==> src/rtl/vdm_pkg.sv <==
package vdm_pkg;
  localparam int CPU_AW = 16;
  localparam int VID_AW = 14;
  localparam int MA_W   = 8;
  localparam int NBANK  = 3;
  localparam int TBL_AW = 9;
  localparam int TBL_DW = 8;
  localparam int H_W    = 6;
  localparam int BK_W   = 2;

  typedef enum logic [1:0] {
    PH_VID_ROW = 2'd0,
    PH_VID_COL = 2'd1,
    PH_CPU_ROW = 2'd2,
    PH_CPU_COL = 2'd3
  } phase_e;

  // Packed DRAM location: bank, low vertical, horizontal, high vertical
  typedef struct packed {
    logic [BK_W-1:0] bank;
    logic [1:0]      vlo;
    logic [H_W-1:0]  h;
    logic [5:0]      vhi;
  } dloc_t;
endpackage

==> src/rtl/vdm_xlate.sv <==
module vdm_xlate
  import vdm_pkg::*;
#(
  parameter int AW  = CPU_AW,
  parameter int TAW = TBL_AW,
  parameter int TDW = TBL_DW
) (
  input  logic [AW-1:0]  cpu_addr,
  input  logic [TDW-1:0] tbl_data,
  output logic [TAW-1:0] tbl_idx,
  output dloc_t          loc,
  output logic           wr_block
);
  localparam int HI_TOP = AW - 1;
  localparam int LOW_FIELD = TAW - 4;

  // Index: top three address bits, a fixed zero, then five page bits
  always_comb begin
    tbl_idx = '0;
    tbl_idx[TAW-1 -: 3] = cpu_addr[HI_TOP -: 3];
    tbl_idx[LOW_FIELD]  = 1'b0;
    tbl_idx[LOW_FIELD-1:0] = cpu_addr[HI_TOP-3 -: LOW_FIELD];
  end

  always_comb begin
    loc.bank = tbl_data[TDW-1 -: BK_W];
    loc.h    = tbl_data[H_W-1:0];
    loc.vlo  = cpu_addr[1:0];
    loc.vhi  = cpu_addr[7:2];
  end

  // Top quarter of the CPU space never writes the frame buffer
  assign wr_block = &cpu_addr[HI_TOP -: 2];
endmodule

==> src/rtl/vdm_mux.sv <==
module vdm_mux
  import vdm_pkg::*;
#(
  parameter int VW = VID_AW,
  parameter int MW = MA_W
) (
  input  logic [1:0]    sel,
  input  logic [VW-1:0] vid_addr,
  input  dloc_t         loc,
  output logic [MW-1:0] ma
);
  localparam int NPH = 4;
  logic [MW-1:0] cand [NPH];

  generate
    for (genvar p = 0; p < NPH; p++) begin : g_phase
      if (p == int'(PH_VID_ROW)) begin : g_vr
        assign cand[p] = vid_addr[MW-1:0];
      end else if (p == int'(PH_VID_COL)) begin : g_vc
        assign cand[p] = {1'b1, vid_addr[VW-1 -: MW-2], vid_addr[VW-1]};
      end else if (p == int'(PH_CPU_ROW)) begin : g_cr
        assign cand[p] = {loc.vlo, loc.h};
      end else begin : g_cc
        assign cand[p] = {1'b1, loc.vhi, loc.vhi[5]};
      end
    end
  endgenerate

  assign ma = cand[sel];
endmodule

==> src/rtl/vdm_bank_gate.sv <==
module vdm_bank_gate
  import vdm_pkg::*;
#(
  parameter int NB = NBANK
) (
  input  logic          cpu_phase,
  input  logic [BK_W-1:0] bank,
  input  logic          wr_block,
  input  logic          seq_ras,
  input  logic          seq_cas,
  input  logic          seq_we,
  output logic [NB-1:0] ras,
  output logic [NB-1:0] cas,
  output logic [NB-1:0] we
);
  generate
    for (genvar b = 0; b < NB; b++) begin : g_bank
      logic hit;
      logic cpu_hit;
      assign cpu_hit = (bank == BK_W'(b));
      assign hit     = cpu_phase ? cpu_hit : 1'b1;
      assign ras[b]  = seq_ras & hit;
      assign cas[b]  = seq_cas & hit;
      assign we[b]   = seq_we & cpu_phase & cpu_hit & ~wr_block;
    end
  endgenerate
endmodule

==> src/rtl/vdram_addr_mux.sv <==
module vdram_addr_mux
  import vdm_pkg::*;
#(
  parameter int AW  = CPU_AW,
  parameter int VW  = VID_AW,
  parameter int MW  = MA_W,
  parameter int NB  = NBANK,
  parameter int TAW = TBL_AW,
  parameter int TDW = TBL_DW
) (
  input  logic           clk,
  input  logic           rst_n,
  input  logic [AW-1:0]  cpu_addr,
  input  logic [VW-1:0]  vid_addr,
  input  logic [1:0]     mux_sel,
  input  logic           seq_ras,
  input  logic           seq_cas,
  input  logic           seq_we,
  output logic [TAW-1:0] tbl_idx,
  input  logic [TDW-1:0] tbl_data,
  output logic [MW-1:0]  dram_addr,
  output logic [NB-1:0]  ras_o,
  output logic [NB-1:0]  cas_o,
  output logic [NB-1:0]  we_o
);
  dloc_t         loc;
  logic          wr_block;
  logic [MW-1:0] ma_d;
  logic [NB-1:0] ras_d, cas_d, we_d;

  vdm_xlate #(.AW(AW), .TAW(TAW), .TDW(TDW)) u_xlate (
    .cpu_addr (cpu_addr),
    .tbl_data (tbl_data),
    .tbl_idx  (tbl_idx),
    .loc      (loc),
    .wr_block (wr_block)
  );

  vdm_mux #(.VW(VW), .MW(MW)) u_mux (
    .sel      (mux_sel),
    .vid_addr (vid_addr),
    .loc      (loc),
    .ma       (ma_d)
  );

  vdm_bank_gate #(.NB(NB)) u_gate (
    .cpu_phase (mux_sel[1]),
    .bank      (loc.bank),
    .wr_block  (wr_block),
    .seq_ras   (seq_ras),
    .seq_cas   (seq_cas),
    .seq_we    (seq_we),
    .ras       (ras_d),
    .cas       (cas_d),
    .we        (we_d)
  );

  always_ff @(posedge clk or negedge rst_n) begin
    if (!rst_n) begin
      dram_addr <= '0;
      ras_o     <= '0;
      cas_o     <= '0;
      we_o      <= '0;
    end else begin
      dram_addr <= ma_d;
      ras_o     <= ras_d;
      cas_o     <= cas_d;
      we_o      <= we_d;
    end
  end
endmodule

==> config.mk <==
export PLATFORM = sky130hd
export DESIGN_NAME = vdram_addr_mux
export DESIGN_NICKNAME = d
export VERILOG_FILES = /design/src/rtl/vdm_pkg.sv /design/src/rtl/vdm_xlate.sv /design/src/rtl/vdm_mux.sv /design/src/rtl/vdm_bank_gate.sv /design/src/rtl/vdram_addr_mux.sv
export SDC_FILE = /design/constraint.sdc
export NUM_CORES = 1
export LEC_CHECK = 0
export ABC_AREA = 1
export CAP_MARGIN = 25
export CORE_MARGIN = 2
export CORE_UTILIZATION = 33
export CTS_CLUSTER_SIZE = 20
export DETAILED_ROUTE_END_ITERATION = 6
export MAX_ROUTING_LAYER = met4
export PLACE_DENSITY = 0.91
export SETUP_SLACK_MARGIN = 0.02
export SYNTH_ARGS = -nofsm -noshare
export SYNTH_HDL_FRONTEND = slang
export SYNTH_SLANG_ARGS = --single-unit
==> constraint.sdc <==
create_clock -name clk -period 0.8 [get_ports clk]
set_input_delay 0.2 -clock clk [delete_from_list [all_inputs] [get_ports clk]]
set_output_delay 0.2 -clock clk [all_outputs]
set_load 0.03 [all_outputs]
==> results of run 1 <==
==> state kept, by name, indices dropped and copies added (netlist names) <==
register / cells
cas_o: 3
dram_addr: 8
ras_o: 3
we_o: 3
==> cells by family after synthesis <==
| group | share of synthesized area |
|---|---|
| AO/OA/AOI/OAI | 0.0278 |
| buffers and inverters | 0.213 |
| flip-flops | 0.472 |
| other | 0.00416 |
| AND/OR/NAND/NOR | 0.283 |
==> cell usage in the layout, fill, tap and decap left out <==
cell	n
clkbuf_4	3
conb_1	1
a21oi_2	1
clkdlybuf4s50_1	32
dfrtp_1	17
a21oi_1	4
buf_6	20
dlygate4sd2_1	4
nand2_1	47
buf_12	2
clkdlybuf4s15_1	2
inv_1	22
nor2_1	5
clkinv_2	1
inv_4	1
inv_2	3
buf_4	1
nand3_1	12
==> area by class of cell <==
cell class,count,area (sq um),area share
Timing Repair Buffer,61,648,0.425
Clock inverter,1,5.00,0.00328
Inverter,26,100,0.0656
Sequential cell,17,425,0.279
Multi-Input combinational cell,70,288,0.189
Clock buffer,3,22.5,0.0148
Tap cell,30,37.5,0.0246
==> final timing paths <==
path / depth (start not counted) / start / slack [ns] / to
hold / removal: 2 / rst_n / 0.25 / we_o[2]
min in group clk: 4 / tbl_data[6] / 0.32 / we_o[0]
max in group asynchronous: 2 / rst_n / 0.43 / dram_addr[3]
setup / recovery: 1 / ras_o[1] / -0.20 / ras_o[1]
==> layer usage <==
metal	vias up	routed length, um	share of wire	global-route usage
met5	-	0	0	-
met4	0	34	0.017	0.0748
met3	4	132	0.065	0.0115
met2	41	1160	0.57	0.271
met1	365	710	0.35	0.146
li1	461	-	-	-
==> power by group through the flow <==
stage	Clock (mW)	Combinational, mW	Sequential, mW
floorplan	0	0.236	1.08
global placement	0	0.648	0.949
detailed placement	0	0.657	0.950
CTS	0.456	0.698	0.945
global route	0.482	0.750	0.950
finish	0.434	0.692	0.944
==> what timing repair did <==
item / CTS / global route
resized for setup: 32 / 0
endpoints found under the setup margin: 34 / 17
pin swaps: 1 / 0
gates cloned: 0 / 0
==> stage by stage <==
stage          power [mW]   util  area [sq um]  std cells
2_1_floorplan        1.31      -           901        125
3_3_place_gp         1.60  0.564          1420        204
3_5_place_dp         1.61  0.564          1420        204
4_1_cts              2.10  0.605          1530        208
5_1_grt              2.18  0.605          1530        208
6_report             2.07  0.605          1530        208
==> results.json, run 1 <==
{
  "critPathRequiredTime_ns": 0.60,
  "p_switching_mw": 0.608,
  "hpwlAfterDp_um": 1680,
  "min_period_over_period": 1.25,
  "clockRootBuffer": "clkbuf_4",
  "worstSetupPathType": "register to output port",
  "grt_pass1_vias": 893,
  "finalNetCount": 224,
  "fp.dieH_um": 56.3,
  "synth.distinct_cells": 10,
  "dp_slack_ns": -0.399,
  "ys_seq_area_frac": 0.472,
  "gp_congestion": 0.756,
  "yosysWarnings": 0,
  "setup_viol": 17,
  "clkPwrFrac": 0.210,
  "start_util": 0.357,
  "ir_worst_vdd_uv": 978,
  "postCtsSetupBuffers": 0,
  "seqPwrFrac": 0.456,
  "violations": "setup timing",
  "critPathCaptureType": "output port",
  "run_status": "finished, violations left",
  "ant_nets": 0,
  "vias": 871,
  "syn_nets": 170,
  "drc": 0,
  "num_antenna_cells": 0,
  "ys.flop_type": "dfrtp_1",
  "netlist_area_sq_um": 901,
  "avgViaCountPerCell": 4.19,
  "synth_top_area_share": 0.472,
  "hold_path_class": "input pin to asynchronous set/reset pin",
  "synth_area_leaders": "dfrtp_1 47%, nand2_1 20%, inv_1 10%",
  "cp.buffers_inverters": 1,
  "fin_ws_ns": -0.201,
  "dieWidth_um": 56.3,
  "hold_viol_final": 0,
  "nFillCells": 234,
  "max_freq_ghz": 0.999,
  "grt-ovfl-total": 0,
  "clk_pin_slew_worst_paths_ns": 0.10,
  "yosysMostFrequentCell": "nand2_1",
  "port_buffers": 57,
  "drv_slew": 0,
  "synthCells": 125,
  "synth_edf_count": 0,
  "post_drt_wl_per_cell_um": 9.80,
  "synthTopCellsByCount": "47 x nand2_1, 24 x inv_1, 17 x dfrtp_1",
  "crit_family": "flip-flops",
  "drtIter0Drc": 10,
  "io-pin-count": 71,
  "antenna_found_initial": 0,
  "synth-async-reset-ratio": 1.00,
  "core_area_sq_um": 2520,
  "p_leak_nw": 0.833,
  "start_kind": "register",
  "sw_frac_of_total": 0.294,
  "track_usage": 0.144,
  "cts.path.max_buffers": 2,
  "synthToLayoutAreaGrowth_pct": 69.4,
  "drive_gt1_frac": 0.180,
  "grt_start_max_net_pins": 18,
  "synth_seq_cells": 17,
  "drv_cap": 0,
  "cts_sinks": 17,
  "rsz0062_at_grt": "true",
  "cts_tree": "yes",
  "dr.pass1.iters": 7,
  "p_per_area_nw_per_um2": 1360,
  "crit_chain": "buf_6",
  "h-tree-depth": 1,
  "slowest_stage": "dfrtp_1",
  "grt_pass1_wl_um": 3550,
  "finalHoldWorstSlack_ns": 0.247,
  "critical_path_arrival_ns": 0.80,
  "crit_path_max_fanout": 1,
  "finalCriticalPeriod_ns": 1.00,
  "wirelength_um": 2040,
  "synth_area_leader_cell": "dfrtp_1",
  "fp-row-count": 18,
  "internal_power_mw": 1.46,
  "cts_hold_buf": 0,
  "tns_ns": -3.35,
  "design.die.area_sq_um": 3160,
  "numCtsBuffers": 3,
  "comb_power_share": 0.334,
  "max_stage_delay_ns": 0.39,
  "syn_area_per_cell_sq_um": 7.21
}
(Power assumes the default switching activity.)
==> run 2: changes to the inputs <==
- TNS_END_PERCENT: default -> 30
==> results.json, run 2 (synthesis results as in run 1) <==
{
  "grt-ovfl-total": 0,
  "path_depth": 1,
  "grt_pass1_wl_um": 3540,
  "design.die.area_sq_um": 3160,
  "layout_common_cells": "47 x nand2_1, 33 x clkdlybuf4s50_1, 22 x inv_1",
  "worstSetupPathType": "register to output port",
  "crit_chain": "buf_6",
  "hpwlAfterDp_um": 1680,
  "drv_cap": 0,
  "fin_ws_ns": -0.202,
  "dr.pass1.iters": 4,
  "vias": 862,
  "drc": 0,
  "gp_congestion": 0.756,
  "hold_viol_final": 0,
  "antenna_found_initial": 0,
  "hold_path_class": "input pin to asynchronous set/reset pin",
  "postCtsSetupBuffers": 0,
  "drv_slew": 0,
  "fp.dieH_um": 56.3,
  "avgViaCountPerCell": 4.14,
  "critical_path_arrival_ns": 0.80,
  "max_freq_ghz": 0.998,
  "cts_sinks": 17,
  "seqCellArea_sq_um": 425,
  "ir_worst_vdd_uv": 978,
  "track_usage": 0.143,
  "numCtsBuffers": 3,
  "drtIter0Drc": 8,
  "fp-row-count": 18,
  "h-tree-depth": 1,
  "setup_viol": 24,
  "grt_pass1_vias": 888,
  "synthToLayoutAreaGrowth_pct": 68.9,
  "cts_tree": "yes",
  "cp.buffers_inverters": 1,
  "stdcell_count": 208,
  "critPathRequiredTime_ns": 0.60,
  "num_antenna_cells": 0,
  "drive_gt1_frac": 0.180,
  "wirelength_um": 2040,
  "largest_reg_flops": 8,
  "clk_pin_slew_worst_paths_ns": 0.10,
  "dieWidth_um": 56.3,
  "start_util": 0.357,
  "slowest_stage": "dfrtp_1",
  "violations": "setup timing",
  "post_drt_wl_per_cell_um": 9.81,
  "finalCriticalPeriod_ns": 1.00,
  "ant_nets": 0,
  "dp_slack_ns": -0.399,
  "finalNetCount": 224,
  "critPathCaptureType": "output port",
  "min_period_over_period": 1.25,
  "cts.path.max_buffers": 2,
  "grt_start_max_net_pins": 18,
  "start_kind": "register",
  "io-pin-count": 71,
  "final_common_cell": "nand2_1",
  "rsz0062_at_grt": "true",
  "p_per_area_nw_per_um2": 1360,
  "max_stage_delay_ns": 0.39,
  "p_leak_nw": 0.830,
  "post-place-cells": 204,
  "multi_input_area_sq_um": 288,
  "p_total_mw": 2.07,
  "clockRootBuffer": "clkbuf_4",
  "core_area_sq_um": 2520,
  "crit_family": "flip-flops",
  "nFillCells": 235,
  "run_status": "finished, violations left",
  "port_buffers": 57,
  "cts_hold_buf": 0,
  "crit_path_max_fanout": 1,
  "regMostFlops": "dram_addr"
}
## run 2: cell types whose count changed in the layout (fill, tap and decap cells not counted)
cell | before | now
buf_6 | 20 | 19
inv_4 | 1 | 0
inv_2 | 3 | 4
buf_4 | 1 | 2
clkdlybuf4s50_1 | 32 | 33
dlygate4sd2_1 | 4 | 3
## run 2: path summary, 6_finish.rpt
check                        startpoint            to  slack (ns)
max in group asynchronous         rst_n  dram_addr[3]        0.43
worst min-delay path              rst_n       we_o[2]        0.25
worst max-delay path       dram_addr[7]  dram_addr[7]       -0.20
min in group clk            tbl_data[6]       we_o[0]        0.32
## run 2: where the power goes
group / internal (mW) / switching, mW
sequential: 0.918 / 0.0260
combinational: 0.358 / 0.331
clock: 0.185 / 0.251
total: 1.46 / 0.609
## run 2: final cells by class
type | count | share of cell area
Sequential cell | 17 | 0.280
Inverter | 26 | 0.0641
Clock inverter | 1 | 0.00329
Tap cell | 30 | 0.0247
Multi-Input combinational cell | 70 | 0.189
Clock buffer | 3 | 0.0148
Timing Repair Buffer | 61 | 0.424
## run 2: metal layers
metal	routed length, um	vias up	GRT usage
met5	0	-	-
met4	39	0	0.0748
met3	142	4	0.0115
met2	1160	41	0.271
met1	696	357	0.145
li1	-	460	-
## run 2: timing repair
item | CTS | global route
setup endpoints to repair | 34 | 25
gates resized for setup | 29 | 0
pin swaps | 1 | 0
## run 2: stage by stage
stage / TNS, ns / cell area, sq um / utilization / hold slack (ns)
global placement: -6.24 / 1420 / 0.564 / 0.400
floorplan: 0 / 901 / - / -0.0956
global route: -4.97 / 1520 / 0.603 / 0.251
finish: -3.99 / 1520 / 0.603 / 0.247
CTS: -4.14 / 1520 / 0.603 / 0.245
detailed placement: -6.46 / 1420 / 0.564 / 0.400
==> run 3: changes to the inputs <==
- CAP_MARGIN: 25 -> default
==> results of run 3 <==
The final DEF is identical to that of run 2; final timing and power are the same.
